### config.mk
export PLATFORM = sky130hd
export DESIGN_NAME = gpio_bank_ctrl
export DESIGN_NICKNAME = d
export VERILOG_FILES = /design/src/rtl/gpio_pkg.sv /design/src/rtl/gpio_sync.sv /design/src/rtl/gpio_bank.sv /design/src/rtl/gpio_pad_ctrl.sv /design/src/rtl/gpio_bank_ctrl.sv
export SDC_FILE = /design/constraint.sdc
export NUM_CORES = 1
export LEC_CHECK = 0
export CORE_ASPECT_RATIO = 1.1
export CORE_MARGIN = 3
export CORE_UTILIZATION = 55
export DETAILED_ROUTE_END_ITERATION = 8
export PLACE_DENSITY = 0.91
export SLEW_MARGIN = 5
export SYNTH_ARGS = -nofsm -noshare
export SYNTH_HDL_FRONTEND = slang
export SYNTH_SLANG_ARGS = --single-unit
### constraint.sdc
create_clock -name clk -period 5.48 [get_ports clk]
set_input_delay 1.37 -clock clk [delete_from_list [all_inputs] [get_ports clk]]
set_output_delay 1.37 -clock clk [all_outputs]
set_load 0.01 [all_outputs]
### src/rtl/gpio_pkg.sv
package gpio_pkg;

  localparam int NUM_PINS   = 16;
  localparam int NUM_BANKS  = 4;
  localparam int MODE_W     = 4;
  localparam int DATA_W     = 32;
  localparam int ADDR_W     = 12;
  localparam int BANK_STEP  = 4;

  localparam logic [MODE_W-1:0] MODE_IN  = 4'h1;
  localparam logic [MODE_W-1:0] MODE_OUT = 4'h8;

  localparam logic [ADDR_W-1:0] DATA_ADDR0 = 12'h170;
  localparam logic [ADDR_W-1:0] CFG_ADDR0  = 12'h180;
  localparam logic [ADDR_W-1:0] DRIVE_ADDR = 12'h190;

  typedef struct packed {
    logic              write;
    logic [ADDR_W-1:0] addr;
    logic [DATA_W-1:0] wdata;
  } bus_req_t;

  function automatic int bank_width(input int b);
    case (b)
      0:       return 2;
      1:       return 4;
      2:       return 4;
      default: return 6;
    endcase
  endfunction

  function automatic int bank_base(input int b);
    int acc;
    acc = 0;
    for (int k = 0; k < b; k++) acc += bank_width(k);
    return acc;
  endfunction

endpackage

### src/rtl/gpio_sync.sv
module gpio_sync #(
  parameter int WIDTH = 16
) (
  input  logic             clk,
  input  logic             rst_n,
  input  logic [WIDTH-1:0] async_in,
  output logic [WIDTH-1:0] sync_out
);
  logic [WIDTH-1:0] stage1_q;
  logic [WIDTH-1:0] stage2_q;

  always_ff @(posedge clk or negedge rst_n) begin
    if (!rst_n) begin
      stage1_q <= '0;
      stage2_q <= '0;
    end else begin
      stage1_q <= async_in;
      stage2_q <= stage1_q;
    end
  end

  assign sync_out = stage2_q;
endmodule

### src/rtl/gpio_bank.sv
module gpio_bank
  import gpio_pkg::*;
#(
  parameter int                WIDTH     = 4,
  parameter logic [ADDR_W-1:0] DATA_ADDR = DATA_ADDR0,
  parameter logic [ADDR_W-1:0] CFG_ADDR  = CFG_ADDR0
) (
  input  logic                      clk,
  input  logic                      rst_n,
  input  logic                      wr_en,
  input  logic [ADDR_W-1:0]         addr,
  input  logic [DATA_W-1:0]         wdata,
  input  logic [WIDTH-1:0]          sync_in,
  output logic [WIDTH*MODE_W-1:0]   mode_o,
  output logic [WIDTH-1:0]          data_o,
  output logic [DATA_W-1:0]         rd_val
);
  localparam int CFG_BITS = WIDTH * MODE_W;

  logic [WIDTH-1:0]    data_q;
  logic [CFG_BITS-1:0] mode_q;
  logic                hit_data;
  logic                hit_cfg;

  assign hit_data = (addr == DATA_ADDR);
  assign hit_cfg  = (addr == CFG_ADDR);

  always_ff @(posedge clk or negedge rst_n) begin
    if (!rst_n) begin
      data_q <= '0;
      mode_q <= '0;
    end else if (wr_en) begin
      if (hit_data) data_q <= wdata[WIDTH-1:0];
      if (hit_cfg)  mode_q <= wdata[CFG_BITS-1:0];
    end
  end

  always_comb begin
    rd_val = '0;
    if (hit_data) begin
      for (int i = 0; i < WIDTH; i++) begin
        rd_val[i] = (mode_q[i*MODE_W +: MODE_W] == MODE_IN) ? sync_in[i] : data_q[i];
      end
    end else if (hit_cfg) begin
      rd_val[CFG_BITS-1:0] = mode_q;
    end
  end

  assign mode_o = mode_q;
  assign data_o = data_q;
endmodule

### src/rtl/gpio_pad_ctrl.sv
module gpio_pad_ctrl
  import gpio_pkg::*;
(
  input  logic [MODE_W-1:0] mode,
  input  logic              level,
  input  logic              open_drain,
  output logic              pad_out,
  output logic              pad_oe
);
  always_comb begin
    pad_out = 1'b0;
    pad_oe  = 1'b0;
    if (mode == MODE_OUT) begin
      if (open_drain) begin
        pad_oe  = ~level;
        pad_out = 1'b0;
      end else begin
        pad_oe  = 1'b1;
        pad_out = level;
      end
    end
  end
endmodule

### src/rtl/gpio_bank_ctrl.sv
module gpio_bank_ctrl
  import gpio_pkg::*;
(
  input  logic                clk,
  input  logic                rst_n,
  input  logic                req_valid,
  output logic                req_ready,
  input  logic                req_write,
  input  logic [ADDR_W-1:0]   req_addr,
  input  logic [DATA_W-1:0]   req_wdata,
  output logic                rsp_valid,
  input  logic                rsp_ready,
  output logic [DATA_W-1:0]   rsp_rdata,
  input  logic [NUM_PINS-1:0] pin_in,
  output logic [NUM_PINS-1:0] pin_out,
  output logic [NUM_PINS-1:0] pin_oe
);
  bus_req_t                   req;
  logic                       req_fire;
  logic                       wr_fire;
  logic [NUM_PINS-1:0]        pin_sync;
  logic [NUM_PINS-1:0]        drive_q;
  logic [NUM_PINS*MODE_W-1:0] mode_all;
  logic [NUM_PINS-1:0]        data_all;
  logic [DATA_W-1:0]          bank_rd [NUM_BANKS];
  logic [DATA_W-1:0]          rd_mux;

  assign req       = '{write: req_write, addr: req_addr, wdata: req_wdata};
  assign req_ready = ~rsp_valid | rsp_ready;
  assign req_fire  = req_valid & req_ready;
  assign wr_fire   = req_fire & req.write;

  gpio_sync #(.WIDTH(NUM_PINS)) u_sync (
    .clk      (clk),
    .rst_n    (rst_n),
    .async_in (pin_in),
    .sync_out (pin_sync)
  );

  for (genvar b = 0; b < NUM_BANKS; b++) begin : g_bank
    localparam int BW   = bank_width(b);
    localparam int BB   = bank_base(b);
    localparam logic [ADDR_W-1:0] DADDR = DATA_ADDR0 + ADDR_W'(b * BANK_STEP);
    localparam logic [ADDR_W-1:0] CADDR = CFG_ADDR0  + ADDR_W'(b * BANK_STEP);

    gpio_bank #(
      .WIDTH     (BW),
      .DATA_ADDR (DADDR),
      .CFG_ADDR  (CADDR)
    ) u_bank (
      .clk     (clk),
      .rst_n   (rst_n),
      .wr_en   (wr_fire),
      .addr    (req.addr),
      .wdata   (req.wdata),
      .sync_in (pin_sync[BB +: BW]),
      .mode_o  (mode_all[BB*MODE_W +: BW*MODE_W]),
      .data_o  (data_all[BB +: BW]),
      .rd_val  (bank_rd[b])
    );
  end

  for (genvar p = 0; p < NUM_PINS; p++) begin : g_pad
    gpio_pad_ctrl u_pad (
      .mode       (mode_all[p*MODE_W +: MODE_W]),
      .level      (data_all[p]),
      .open_drain (drive_q[p]),
      .pad_out    (pin_out[p]),
      .pad_oe     (pin_oe[p])
    );
  end

  always_ff @(posedge clk or negedge rst_n) begin
    if (!rst_n) begin
      drive_q <= '0;
    end else if (wr_fire && (req.addr == DRIVE_ADDR)) begin
      drive_q <= req.wdata[NUM_PINS-1:0];
    end
  end

  always_comb begin
    rd_mux = '0;
    for (int b = 0; b < NUM_BANKS; b++) rd_mux |= bank_rd[b];
    if (req.addr == DRIVE_ADDR) rd_mux[NUM_PINS-1:0] = drive_q;
  end

  always_ff @(posedge clk or negedge rst_n) begin
    if (!rst_n) begin
      rsp_valid <= 1'b0;
      rsp_rdata <= '0;
    end else begin
      if (rsp_valid && rsp_ready) rsp_valid <= 1'b0;
      if (req_fire && !req.write) begin
        rsp_valid <= 1'b1;
        rsp_rdata <= rd_mux;
      end
    end
  end
endmodule

## After elaboration in Yosys (flattened, before gate mapping)

Cells that the tools add are included.

| word-level totals | value |
|---|---|
| register bits | 161 |
| latch bits | 0 |
| memory bits (writable) | 0 |
| bits in read-only memories | 0 |
| input port bits | 65 |
| memories kept | 0 |

| cells by class | value |
|---|---|
| add/subtract/negate cells | 0 |
| multiply operators | 0 |
| div/mod/pow operators | 0 |
| $lt $le $gt $ge | 0 |
| eq/ne operators | 41 |
| shift-type cells | 0 |
| muxes and demuxes | 95 |
| bitwise operators | 23 |
| reductions and logical operators | 13 |

Operators with widths:

| operator | count |
|---|---|
| == test 12 x 9 -> 1 bit, second input constant | 9 |
| two-way mux 1 bit | 82 |
| == test 4 x 1 -> 1 bit, second input constant | 16 |
| == test 4 bit, second input constant | 16 |
| two-way mux 16 bit | 3 |
| two-way mux 12 bit | 2 |
| two-way mux 24 bit | 1 |
| OR 16 x 24 -> 24 bit | 1 |
| two-way mux 18 bit | 1 |
| inverter 1 bit | 17 |
| OR 16 bit | 1 |
| OR 8 x 16 -> 16 bit | 1 |
| AND reduction 2 bit | 8 |
| two-way mux 6 bit | 2 |
| two-way mux 4 bit | 2 |
| two-way mux 8 bit | 1 |
| logical AND 1 bit | 3 |
| AND 1 bit | 2 |
| two-way mux 2 bit | 1 |
| nonzero test 2 bit | 1 |
| zero test 1 bit | 1 |
| OR 1 bit | 1 |

## Logic depth before layout (Yosys ltp)

Gate-level depths: netlist of the first run.

| logic depth | value |
|---|---|
| depth in word-level cells | 7 |
| depth in mapped cells | 7 |
| depth with buffers taken out | 5 |

## Hierarchy

From an unflattened synthesis of the first run, not the netlist that was laid out.

| second synthesis, totals | value |
|---|---|
| cells, all modules | 666 |
| area total of the unflattened synthesis | 8,363.0 um^2 |

By module, submodules not included:

| module | times used | cells each | area an instance (um^2) |
|---|---|---|---|
| gpio_bank at g_bank[1].u_bank ... | 2 | 96 | 1,181.1 |
| gpio_bank_ctrl | 1 | 198 | 2,293.4 |
| gpio_bank at g_bank[3].u_bank | 1 | 128 | 1,701.6 |
| gpio_sync | 1 | 32 | 800.8 |
| gpio_bank at g_bank[0].u_bank | 1 | 68 | 764.5 |
| gpio_pad_ctrl | 16 | 3 | 27.5 |

## Worst setup path after synthesis of the first run

No wires, ideal clock.

| timing path | value |
|---|---|
| path type | input to register |
| start point | input port req_addr[3] |
| end point | register g_bank[1].u_bank.mode_q[10] |
| library setup time | 0.125 ns |
| arrival time | 2.850 ns |
| required time | 5.355 ns |
| path slack | 2.505 ns |
| stages on the path | 6 |
| buffers on the path | 2 |
| cells stage by stage | buf_2 -> nor4b_2 -> nand2_1 -> nor2_2 -> buf_4 -> mux2_2 |

| between the ends | value |
|---|---|
| cells in the longest elaborated chain, start to end | 2 |

Ends and longest elaborated chain:

| element | line | source |
|---|---|---|
| start, declared | gpio_bank_ctrl.sv:9 | `input logic [ADDR_W-1:0] req_addr,` |
| == test 12 x 9 -> 1 bit | gpio_bank.sv:26 | `assign hit_cfg = (addr == CFG_ADDR);` |
| AND reduction 2 bit (no source line) | n/a |  |
| end signal, assigned | gpio_bank.sv:34 | `if (hit_cfg) mode_q <= wdata[CFG_BITS-1:0];` |
| end, declared | gpio_bank.sv:21 | `logic [CFG_BITS-1:0] mode_q;` |

Every way passes these cells.
A chain may end at the register's enable or synchronous reset.

## Worst setup path after layout of the first run

| timing path | value |
|---|---|
| start point | input port rsp_ready |
| end point | output port req_ready |

| between the ends | value |
|---|---|
| cells in the longest elaborated chain, start to end | 1 |

Ends and longest elaborated chain:

| element | line | source |
|---|---|---|
| start, declared | gpio_bank_ctrl.sv:12 | `input logic rsp_ready,` |
| OR 1 bit | gpio_bank_ctrl.sv:29 | `assign req_ready = ~rsp_valid \| rsp_ready;` |
| end, declared | gpio_bank_ctrl.sv:7 | `output logic req_ready,` |

Every way passes these cells.

==> results of run 1 <==
[sequential cells by signal, summed over array words and instances, names as in the netlist]
register and count:
g_bank.u_bank.mode_o 64, rsp_rdata 24, drive_q 16, g_bank.u_bank.data_o 16
u_sync.stage1_q 16, u_sync.sync_out 16, rsp_valid 1
[cells by family (layout without fill, tap and decap cells)]
logic type             count (synthesis)  in the layout  share of synthesized area
AOI/OAI and AO/OA                     86             86                    0.07598
buffers and inverters                 61            155                    0.05724
DFF                                  153            153                     0.5308
muxes                                127            127                     0.1995
other                                  1              8                  0.0005199
and+or+nand+nor                      139            139                     0.1360
[final cells by class]
cell class	instances	area (µm²)
Clock inverter	12	222.7
Fill cell	820	3795
Sequential cell	153	3829
Multi-Input combinational cell	360	2998
Inverter	1	3.754
Clock buffer	19	442.9
Timing Repair Buffer	123	1210
Tap cell	157	196.4
[metrics by stage]
stage / util / instance area [µm²] / power, mW
after floorplan: - / 7239 / 1.217
after global placement: 0.6487 / 8237 / 1.311
after detailed placement: 0.6487 / 8237 / 1.316
after CTS: 0.7011 / 8902 / 2.615
after global routing: 0.7011 / 8902 / 2.683
final: 0.7011 / 8902 / 2.610
[cell usage after synthesis (all sizes together), types with 2 or more instances]
cell type / count / area (µm²)
nand2: 20 / 75.07
nor2b: 6 / 37.54
buf: 49 / 367.8
o31ai: 2 / 15.01
o21ai: 21 / 105.1
nor3b: 17 / 127.6
nand4: 2 / 18.77
mux2: 104 / 1171
o2111ai: 3 / 26.28
or3: 3 / 18.77
mux2i: 20 / 200.2
nor4b: 19 / 202.7
nand2b: 4 / 32.53
a31oi: 2 / 12.51
nand3: 12 / 60.06
nor3: 7 / 40.04
dfrtp: 153 / 3829
a22o: 8 / 70.07
o22ai: 4 / 25.02
or4b: 16 / 160.2
a22oi: 10 / 75.07
mux4: 3 / 67.56
and2: 2 / 12.51
o32ai: 2 / 17.52
a21oi: 24 / 120.1
nor2: 23 / 113.9
a211oi: 5 / 37.54
clkbuf: 11 / 41.29
[layout by cell type, fill, tap and decap left out, types with 16 or more instances in the layout]
cell type        Yosys  final
nor2_1              18     18
clkbuf_16            0     17
or4b_2              16     16
nor3b_1             17     17
dfrtp_1            153    153
nand2_1             20     20
a21oi_1             24     24
clkdlybuf4s50_1      0    113
nor4b_1             16     16
mux2_2              74     74
o21ai_0             21     21
mux2_1              30     30
mux2i_1             20     20
[worst max-delay path, delay by kind of cell]
family	cells	cell delay, ns
and+or+nand+nor	1	0.24
buffers and inverters	2	1.04
[how the worst max path moves through the flow]
stage,from,endpoint,slack [ns],cells past startpoint
2_1_floorplan,req_addr[3],g_bank[1].u_bank.mode_o[10]$_DFFE_PN0P_,2.50,6
3_3_place_gp,req_addr[3],g_bank[1].u_bank.mode_o[6]$_DFFE_PN0P_,1.28,6
3_5_place_dp,req_addr[3],g_bank[1].u_bank.mode_o[6]$_DFFE_PN0P_,1.19,6
4_1_cts,rsp_ready,req_ready,1.45,3
5_1_grt,req_addr[3],g_bank[1].u_bank.mode_o[6]$_DFFE_PN0P_,1.36,6
6_report,rsp_ready,req_ready,1.46,3
[power by group through the flow]
stage / registers, mW / logic [mW] / clock network [mW]
after global placement: 1.17 / 0.136 / 0
after floorplan: 1.18 / 0.0417 / 0
after CTS: 1.16 / 0.142 / 1.32
after detailed placement: 1.18 / 0.140 / 0
final: 1.16 / 0.142 / 1.31
after global routing: 1.16 / 0.152 / 1.37
[per-layer routing]
metal	GRT usage	wire (µm)
met1	0.3638	7480
met2	0.4547	9711
met3	0.05526	1608
met4	0.1298	829
met5	0	0
==> results by group, run 1 <==
Floorplanning
  • IO Pins: 131
  • Die Ht: 126.1 µm
  • Initial Util: 0.5681
  • Floorplan core area: 12,700 µm²
  • Die X: 115.2 µm
  • # rows: 43
  • Die area: 14,530 µm²

Clock network
  • Gates resized, CTS repair: 0
  • Hold-fix buffers at CTS: 0
  • Clk buf depth: 2
  • Clock Tree Root: clkbuf_16
  • Clk sinks: 153
  • CTS H-Tree Depth: 4
  • Post-CTS setup buffer count: 0
  • CTS tree: done
  • CTS clk-pin slew, worst paths: 0.06 ns
  • Total CTS buffers: 17
  • Clk_lat worst skew: 0.42 ns

Place
  • Placer's final routability congestion estimate: 0.9720
  • DPL Wire Length: 13.47 mm
  • Pre-CTS WS: 1.192 ns
  • Port bufs: 114
  • Number of cells after detailed placement: 794

Critical path
  • Crit-path max FO: 5
  • Crit. End Element: output port
  • R2r worst-path depth: 5
  • Cells along the critical path: clkdlybuf4s50_1, nand2b_1, clkdlybuf4s50_1
  • Setup CP Type: in -> out
  • Most numerous cell on the critical path: clkdlybuf4s50_1
  • R2R Path End: g_bank[3].u_bank.mode_o[23]$_DFFE_PN0P_
  • Crit-path slowest cell: clkdlybuf4s50_1
  • CP max stage delay: 0.59 ns
  • Reg-to-Reg Start: rsp_valid$_DFFE_PN0P_
  • CP Launch Type: primary input
  • Data arrival, critical path: 2.65 ns
  • Reg2reg setup slack: 3.19 ns
  • Critical Path RT: 4.11 ns

Yosys
  • Sequential cell area fraction in the yosys report: 0.5308
  • Seq cells post-synth: 153
  • Netlist cell types: 54
  • Async SR Flop Fraction: 1.000
  • Mapped Area: 7213 µm²
  • Mean Syn Cell Area: 12.72 µm²
  • Commonest register cell after synthesis: dfrtp_1
  • Number of synthesized flops with an enable pin: 0
  • Synth warnings: 0
  • Post-Syn Instances: 567

Cells and area
  • Layout area overhead: 23.42%
  • Layout Nets: 721
  • Final Non-Filler Cells: 825
  • Layout cell share with drive strength beyond 1: 0.2201
  • Antenna Cells: 0

Routing
  • Drt total wl: 19.63 mm
  • DR vias: 5,251
  • Final antenna-violating net count: 0
  • Pre-antenna DRT Iters: 5
  • DR iter-0 viols: 428
  • # DRC: 0
  • Drt wl/cell: 23.79 µm
  • Drt via density: 6.365

Power
  • Sequential share of power: 0.443
  • Pleak: 3.840 nW
  • Sw Pwr: 539.4 µW
  • Pwr dens: 293.2 nW/µm²
  • Cell-internal power: 2.071 mW
  • Worst vdd ir: 0.0001973 V
  • Switching share of power: 0.2066
  • Clk pwr share: 0.503
  • Comb power frac: 0.055

Timing
  • Tmin final: 4.024 ns
  • Worst setup margin: 1.456 ns
  • Final Hold Vio Count: 0
  • Final slew viol count: 0
  • TNS Setup: 0 ns
  • Final worst-path cycle share: 0.7342
  • Min Hold Slack: 0.3452 ns
  • Peak Freq: 248.5 MHz
  • Worst Skew: 0.006467 ns
  • RSZ-0062 raised after global routing: false
  • Setup Viol. Count Final: 0
  • Slew HR: 0.2729
  • Worst slew pin tran: 1.091 ns

Job
  • Max_cap viols: 0

Status
  • Status: completed

Worst hold path
  • Hold endpoint: u_sync.sync_out[10]$_DFF_PN0_
  • HP Class: reg -> reg
  • Min-delay src: u_sync.stage1_q[10]$_DFF_PN0_
  • Hold path depth: 0

Global routing
  • First-pass GRT wire length: 30.95 mm
  • Initial antenna violation count: 0
  • Number of global-route vias before repair: 5,457
  • Largest net degree at the start of global routing: 123
  • Total grt overflow: 0
  • Total GRT Usage: 0.2808
No activity file was read; power rests on OpenSTA's default activity.
==> run 2, diff against run 1 <==
CORE_UTILIZATION = 53   (was 55)
PLACE_DENSITY = 0.89   (was 0.91)
clock period = 4.1 ns   (was 5.48 ns; I/O delays follow)
==> run 2 against run 1 <==
Against the previous run: design area increased by 1.2%; largest cell class unchanged; via count increased by 0.23%; setup slack got worse by 0.85 ns; clock skew increased by 0.0018 ns; wire length shrank 1.0%; final cell count rose by 5.2%; global-route usage decreased by 0.77 points; worst hold slack gained 0.0030 ns; utilization is 2.2 points lower; first-iteration DRC count shrank 24%; total power increased by 29%.
==> results by group, run 2 (synthesis gave the netlist of run 1 again) <==
Critical path
  • Reg-to-Reg Start: rsp_valid$_DFFE_PN0P_ (unchanged)
  • R2R Path End: g_bank[3].u_bank.mode_o[6]$_DFFE_PN0P_ (was g_bank[3].u_bank.mode_o[23]$_DFFE_PN0P_)
  • R2r worst-path depth: 6 (was 5)
  • Crit-path max FO: 4 (was 5)
  • Setup CP Type: reg -> out (was in -> out)
  • Reg2reg setup slack: 1.96 ns (was 3.19 ns)
  • Critical Path RT: 3.07 ns (was 4.11 ns)
  • CP Launch Type: flop (was primary input)
  • Data arrival, critical path: 2.47 ns (was 2.65 ns)
  • Crit. End Element: output port (unchanged)

Timing
  • TNS Setup: 0 ns (unchanged)
  • Setup Viol. Count Final: 0 (unchanged)
  • Final slew viol count: 0 (unchanged)
  • Slew HR: 0.5017 (was 0.2729)
  • Worst Skew: 0.008233 ns (was 0.006467 ns)
  • Final worst-path cycle share: 0.8528
  • Peak Freq: 286.0 MHz
  • RSZ-0062 raised after global routing: false (unchanged)
  • Tmin final: 3.496 ns
  • Final Hold Vio Count: 0 (unchanged)
  • Worst slew pin tran: 0.7475 ns (was 1.091 ns)

Clock network
  • CTS H-Tree Depth: 4 (unchanged)
  • Hold-fix buffers at CTS: 0 (unchanged)
  • Gates resized, CTS repair: 0 (unchanged)
  • Post-CTS setup buffer count: 0 (unchanged)
  • CTS clk-pin slew, worst paths: 0.06 ns (about the same)
  • Total CTS buffers: 17 (unchanged)
  • Clk sinks: 153 (unchanged)
  • Clk buf depth: 2 (unchanged)
  • Clk_lat worst skew: 0.43 ns (was 0.42 ns)
  • Clock Tree Root: clkbuf_16 (unchanged)
  • CTS tree: done (unchanged)

Floorplanning
  • Die X: 117.2 µm (was 115.2 µm)
  • Die Ht: 128.4 µm (was 126.1 µm)
  • # rows: 44 (was 43)
  • IO Pins: 131 (unchanged)
  • Die area: 15,050 µm² (was 14,530 µm²)
  • Floorplan core area: 13,270 µm² (was 12,700 µm²)
  • Initial Util: 0.5437 (was 0.5681)

Cells and area
  • Layout Nets: 736 (was 721)
  • Antenna Cells: 0 (unchanged)
  • Layout area overhead: 24.89% (was 23.42%)
  • Design area: 9009 µm² (was 8902 µm²)
  • Filler Cells Inserted: 944 (was 820)
  • Max reg flops: 64 (unchanged)
  • Leading cell type in the layout, fill and taps excluded: dfrtp_1 (unchanged)
  • Layout cell share with drive strength beyond 1: 0.2398 (was 0.2201)
  • Register Area: 3829 µm² (unchanged)
  • Most frequent cells in the layout: dfrtp_1 (153), clkdlybuf4s50_1 (113), mux2_2 (74) (unchanged)
  • Area of the multi-input gates: 2998 µm² (unchanged)

Worst hold path
  • Hold endpoint: u_sync.sync_out[7]$_DFF_PN0_ (was u_sync.sync_out[10]$_DFF_PN0_)
  • Hold path depth: 0 (unchanged)
  • HP Class: reg -> reg (unchanged)
  • Min-delay src: u_sync.stage1_q[7]$_DFF_PN0_ (was u_sync.stage1_q[10]$_DFF_PN0_)

Power
  • Switching share of power: 0.2203 (was 0.2066)
  • Comb power frac: 0.058 (was 0.055)
  • Sw Pwr: 740.3 µW (was 539.4 µW)
  • Pwr dens: 373.0 nW/µm² (was 293.2 nW/µm²)
  • Worst vdd ir: 0.0002867 V (was 0.0001973 V)
  • Cell-internal power: 2.620 mW (was 2.071 mW)
  • Pleak: 3.901 nW (was 3.840 nW)
  • Sequential share of power: 0.460 (was 0.443)
  • Clk pwr share: 0.482 (was 0.503)

Status
  • Status: completed (unchanged)

Global routing
  • Number of global-route vias before repair: 5,565 (was 5,457)
  • Total GRT Usage: 0.2731 (was 0.2808)
  • First-pass GRT wire length: 30.55 mm (was 30.95 mm)
  • Initial antenna violation count: 0 (unchanged)
  • Total grt overflow: 0 (unchanged)
  • Largest net degree at the start of global routing: 83 (was 123)

Place
  • Placer's final routability congestion estimate: 0.9183 (was 0.9720)
  • Placed instance area: 8396 µm² (was 8237 µm²)
  • DPL Wire Length: 14.00 mm (was 13.47 mm)
  • Port bufs: 114 (unchanged)

Routing
  • DR vias: 5,263 (was 5,251)
  • Final antenna-violating net count: 0 (unchanged)
  • Drt wl/cell: 22.38 µm (was 23.79 µm)
  • Drt via density: 6.063 (was 6.365)
  • # DRC: 0 (unchanged)
  • Pre-antenna DRT Iters: 5 (unchanged)
  • Drt total wl: 19.43 mm (was 19.63 mm)
  • DR iter-0 viols: 324 (was 428)

Job
  • Max_cap viols: 0 (unchanged)
[run 2: power by group through the flow]
stage	clock (mW)	sequential [mW]	combinational (mW)
after floorplan	0	1.57	0.0557
after global placement	0	1.57	0.190
after detailed placement	0	1.57	0.194
after CTS	1.63	1.54	0.196
after global routing	1.70	1.55	0.210
final	1.62	1.54	0.196
[run 2: how the worst max path moves through the flow]
stage / startpoint / endpoint / slack (ns) / cells past startpoint
floorplan: req_addr[3] / g_bank[1].u_bank.mode_o[10]$_DFFE_PN0P_ / 1.47 / 6
global placement: req_addr[3] / g_bank[1].u_bank.mode_o[3]$_DFFE_PN0P_ / 0.55 / 7
detailed placement: req_addr[3] / g_bank[1].u_bank.mode_o[1]$_DFFE_PN0P_ / 0.51 / 7
CTS: g_bank[2].u_bank.mode_o[10]$_DFFE_PN0P_ / pin_out[8] / 0.60 / 3
global route: g_bank[2].u_bank.mode_o[10]$_DFFE_PN0P_ / pin_out[8] / 0.56 / 3
finish: g_bank[2].u_bank.mode_o[10]$_DFFE_PN0P_ / pin_out[8] / 0.60 / 3
[run 2: per-stage QoR]
stage | hold WS [ns] | util | std cells | worst slack (ns) | total power [mW]
final | 0.3482 | 0.6790 | 868 | 0.6037 | 3.360
after global routing | 0.3558 | 0.6790 | 868 | 0.5573 | 3.457
after CTS | 0.3472 | 0.6790 | 868 | 0.6049 | 3.375
after detailed placement | 0.3362 | 0.6328 | 836 | 0.5135 | 1.766
after global placement | 0.3327 | 0.6328 | 836 | 0.5502 | 1.760
after floorplan | 0.3312 | - | 574 | 1.470 | 1.627
[run 2: worst max-delay path, stage by stage (launching register included)]
cell             delay, ns
dfrtp_1               0.41
or4b_2                0.69
nor3b_1               0.34
clkdlybuf4s50_1       0.60
[run 2: layer usage]
metal	routed length, µm	up-vias	share of wire	GRT usage
li1	-	2280	-	-
met1	7618	2663	0.39	0.3472
met2	9625	268	0.50	0.4368
met3	1392	52	0.072	0.06397
met4	790	0	0.041	0.1370
met5	0	-	0	0
[run 2: area by class of cell]
type                            count  area share
Timing Repair Buffer              138      0.1482
Tap cell                          184     0.02556
Clock buffer                       20     0.05181
Multi-Input combinational cell    360      0.3328
Inverter                            1   0.0004167
Sequential cell                   153      0.4250
Clock inverter                     12     0.01625
==> run 3, diff against run 2 <==
CORE_UTILIZATION = 50   (was 53)
PLACE_DENSITY = 0.85   (was 0.89)
==> run 3 against run 2 <==
Against the previous run: non-clock buffer count decreased by 1; global-route usage decreased by 2.6 points; clock-buffer cell count increased by 2; maximum frequency increased by 0.64%; register-to-register slack got worse by 0.02 ns; first-iteration DRC count increased by 25%; critical path depth unchanged; worst hold slack got worse by 0.0024 ns; clock power decreased by 6%.
==> results by group, run 3 (synthesis gave the netlist of run 1 again) <==
Status
  • Status: completed (unchanged)

Cells and area
  • Antenna Cells: 0 (unchanged)
  • Filler Cells Inserted: 1,054 (was 944)
  • Final Non-Filler Cells: 871 (was 868)
  • Leading cell type in the layout, fill and taps excluded: dfrtp_1 (unchanged)
  • Area of the multi-input gates: 2998 µm² (unchanged)
  • Layout Nets: 735 (was 736)
  • Layout area overhead: 24.61% (was 24.89%)
  • Most frequent cells in the layout: dfrtp_1 (153), clkdlybuf4s50_1 (113), mux2_2 (74) (unchanged)
  • Register Area: 3829 µm² (unchanged)
  • Max reg flops: 64 (unchanged)
  • Layout cell share with drive strength beyond 1: 0.2343 (was 0.2398)

Floorplanning
  • Initial Util: 0.5166 (was 0.5437)
  • Floorplan core area: 13,960 µm² (was 13,270 µm²)
  • IO Pins: 131 (unchanged)
  • # rows: 45 (was 44)
  • Die Ht: 132.0 µm (was 128.4 µm)
  • Die area: 15,910 µm² (was 15,050 µm²)
  • Die X: 120.5 µm (was 117.2 µm)

Worst hold path
  • Hold path depth: 0 (unchanged)
  • HP Class: reg -> reg (unchanged)

Timing
  • Final Hold Vio Count: 0 (unchanged)
  • Tmin final: 3.474 ns (was 3.496 ns)
  • TNS Setup: 0 ns (unchanged)
  • Final slew viol count: 0 (unchanged)
  • Final worst-path cycle share: 0.8473 (was 0.8528)
  • Setup Viol. Count Final: 0 (unchanged)
  • Slew HR: 0.5683 (was 0.5017)
  • Worst slew pin tran: 0.6451 ns (was 0.7475 ns)
  • Worst Skew: 0.006410 ns (was 0.008233 ns)
  • RSZ-0062 raised after global routing: false (unchanged)
  • Peak Freq: 287.8 MHz (was 286.0 MHz)

Global routing
  • Number of global-route vias before repair: 5,521 (was 5,565)
  • Total grt overflow: 0 (unchanged)
  • Largest net degree at the start of global routing: 63 (was 83)
  • Total GRT Usage: 0.2468 (was 0.2731)
  • Initial antenna violation count: 0 (unchanged)
  • First-pass GRT wire length: 30.32 mm (was 30.55 mm)

Critical path
  • Cells along the critical path: or4b_2, nor3b_1, clkdlybuf4s50_1 (unchanged)
  • Critical Path RT: 3.07 ns (about the same)
  • R2r worst-path depth: 6 (unchanged)
  • Crit. End Element: output port (unchanged)
  • Reg-to-Reg Start: rsp_valid$_DFFE_PN0P_ (unchanged)
  • Setup CP Type: reg -> out (unchanged)
  • Crit-path max FO: 4 (unchanged)
  • Data arrival, critical path: 2.45 ns (was 2.47 ns)
  • Crit-path slowest cell: or4b_2 (unchanged)
  • CP Launch Type: flop (unchanged)
  • Worst setup endpoint: pin_out[8] (unchanged)
  • R2R Path End: g_bank[3].u_bank.mode_o[12]$_DFFE_PN0P_ (was g_bank[3].u_bank.mode_o[6]$_DFFE_PN0P_)
  • Worst setup startpoint: g_bank[2].u_bank.mode_o[10]$_DFFE_PN0P_ (unchanged)
  • Reg2reg setup slack: 1.94 ns (was 1.96 ns)
  • CP max stage delay: 0.70 ns (was 0.69 ns)

Clock network
  • Total CTS buffers: 17 (unchanged)
  • Gates resized, CTS repair: 0 (unchanged)
  • CTS tree: done (unchanged)
  • Clk buf depth: 2 (unchanged)
  • Clock Tree Root: clkbuf_16 (unchanged)
  • Hold-fix buffers at CTS: 0 (unchanged)
  • Clk sinks: 153 (unchanged)
  • CTS H-Tree Depth: 4 (unchanged)
  • CTS clk-pin slew, worst paths: 0.06 ns (about the same)
  • Post-CTS setup buffer count: 0 (unchanged)
  • Clk_lat worst skew: 0.43 ns (about the same)

Place
  • Port bufs: 114 (unchanged)
  • Placer's final routability congestion estimate: 0.9605 (was 0.9183)
  • Number of cells after detailed placement: 839 (was 836)
  • DPL Wire Length: 13.77 mm (was 14.00 mm)

Routing
  • Drt wl/cell: 21.49 µm (was 22.38 µm)
  • DR iter-0 viols: 404 (was 324)
  • Final antenna-violating net count: 0 (unchanged)
  • Pre-antenna DRT Iters: 6 (was 5)
  • # DRC: 0 (unchanged)
  • DR vias: 5,179 (was 5,263)
  • Drt via density: 5.946 (was 6.063)
  • Drt total wl: 18.72 mm (was 19.43 mm)

Job
  • Max_cap viols: 0 (unchanged)

Power
  • Worst vdd ir: 0.0002591 V (was 0.0002867 V)
  • Pwr dens: 363.5 nW/µm² (was 373.0 nW/µm²)
  • Pleak: 3.876 nW (was 3.901 nW)
run 3: changes by cell type in the layout (fill, tap and decap cells not counted), sizes merged:
cell and delta:
bufinv -1, buf -1, clkbuf +2, clkinv -1
run 3: cell type report:
type / count / share of cell area
flip-flops and latches: 153 / 0.4259
multi-input cells: 360 / 0.3335
repair buffers: 137 / 0.1491
clock buffers: 22 / 0.05164
well taps: 188 / 0.02617
clock inverters: 10 / 0.01322
inverters: 1 / 0.0004176
run 3: worst min path at each step:
stage	start	to	slack [ns]
final	u_sync.stage1_q[3]$_DFF_PN0_	u_sync.sync_out[3]$_DFF_PN0_	0.35
after global routing	u_sync.stage1_q[2]$_DFF_PN0_	u_sync.sync_out[2]$_DFF_PN0_	0.36
after CTS	u_sync.stage1_q[11]$_DFF_PN0_	u_sync.sync_out[11]$_DFF_PN0_	0.35
after detailed placement	u_sync.stage1_q[3]$_DFF_PN0_	u_sync.sync_out[3]$_DFF_PN0_	0.34
after global placement	u_sync.stage1_q[2]$_DFF_PN0_	u_sync.sync_out[2]$_DFF_PN0_	0.33
after floorplan	u_sync.stage1_q[0]$_DFF_PN0_	u_sync.sync_out[0]$_DFF_PN0_	0.33
run 3: power by group:
group | total (mW) | leakage [nW] | internal, mW | switching (mW)
registers | 1.54 | 2.06 | 1.53 | 0.0103
logic | 0.195 | 1.54 | 0.0858 | 0.109
clock network | 1.53 | 0.277 | 0.928 | 0.600
run 3: per-stage QoR:
| stage | util | cell area [µm²] | power [mW] | worst slack (ns) | hold slack (ns) |
|---|---|---|---|---|---|
| 2_1_floorplan | - | 7239 | 1.627 | 1.470 | 0.3312 |
| 3_5_place_dp | 0.6020 | 8406 | 1.765 | 0.6341 | 0.3355 |
| 6_report | 0.6437 | 8989 | 3.267 | 0.6259 | 0.3458 |
| 3_3_place_gp | 0.6020 | 8406 | 1.759 | 0.6294 | 0.3316 |
| 4_1_cts | 0.6437 | 8989 | 3.286 | 0.6160 | 0.3465 |
| 5_1_grt | 0.6437 | 8989 | 3.367 | 0.5296 | 0.3577 |
run 3: layer usage:
metal / routed length (µm) / up-vias / track usage
met4: 755 / 0 / 0.1134
met5: 0 / - / 0
li1: - / 2270 / -
met3: 1244 / 58 / 0.06094
met1: 7524 / 2607 / 0.3122
met2: 9194 / 244 / 0.4004
run 3: worst max-delay path: cells and delay by family (launching register included):
family	cells	cell delay, ns
AND/OR/NAND/NOR	2	1.02
flip-flops	1	0.42
buffers and inverters	1	0.60
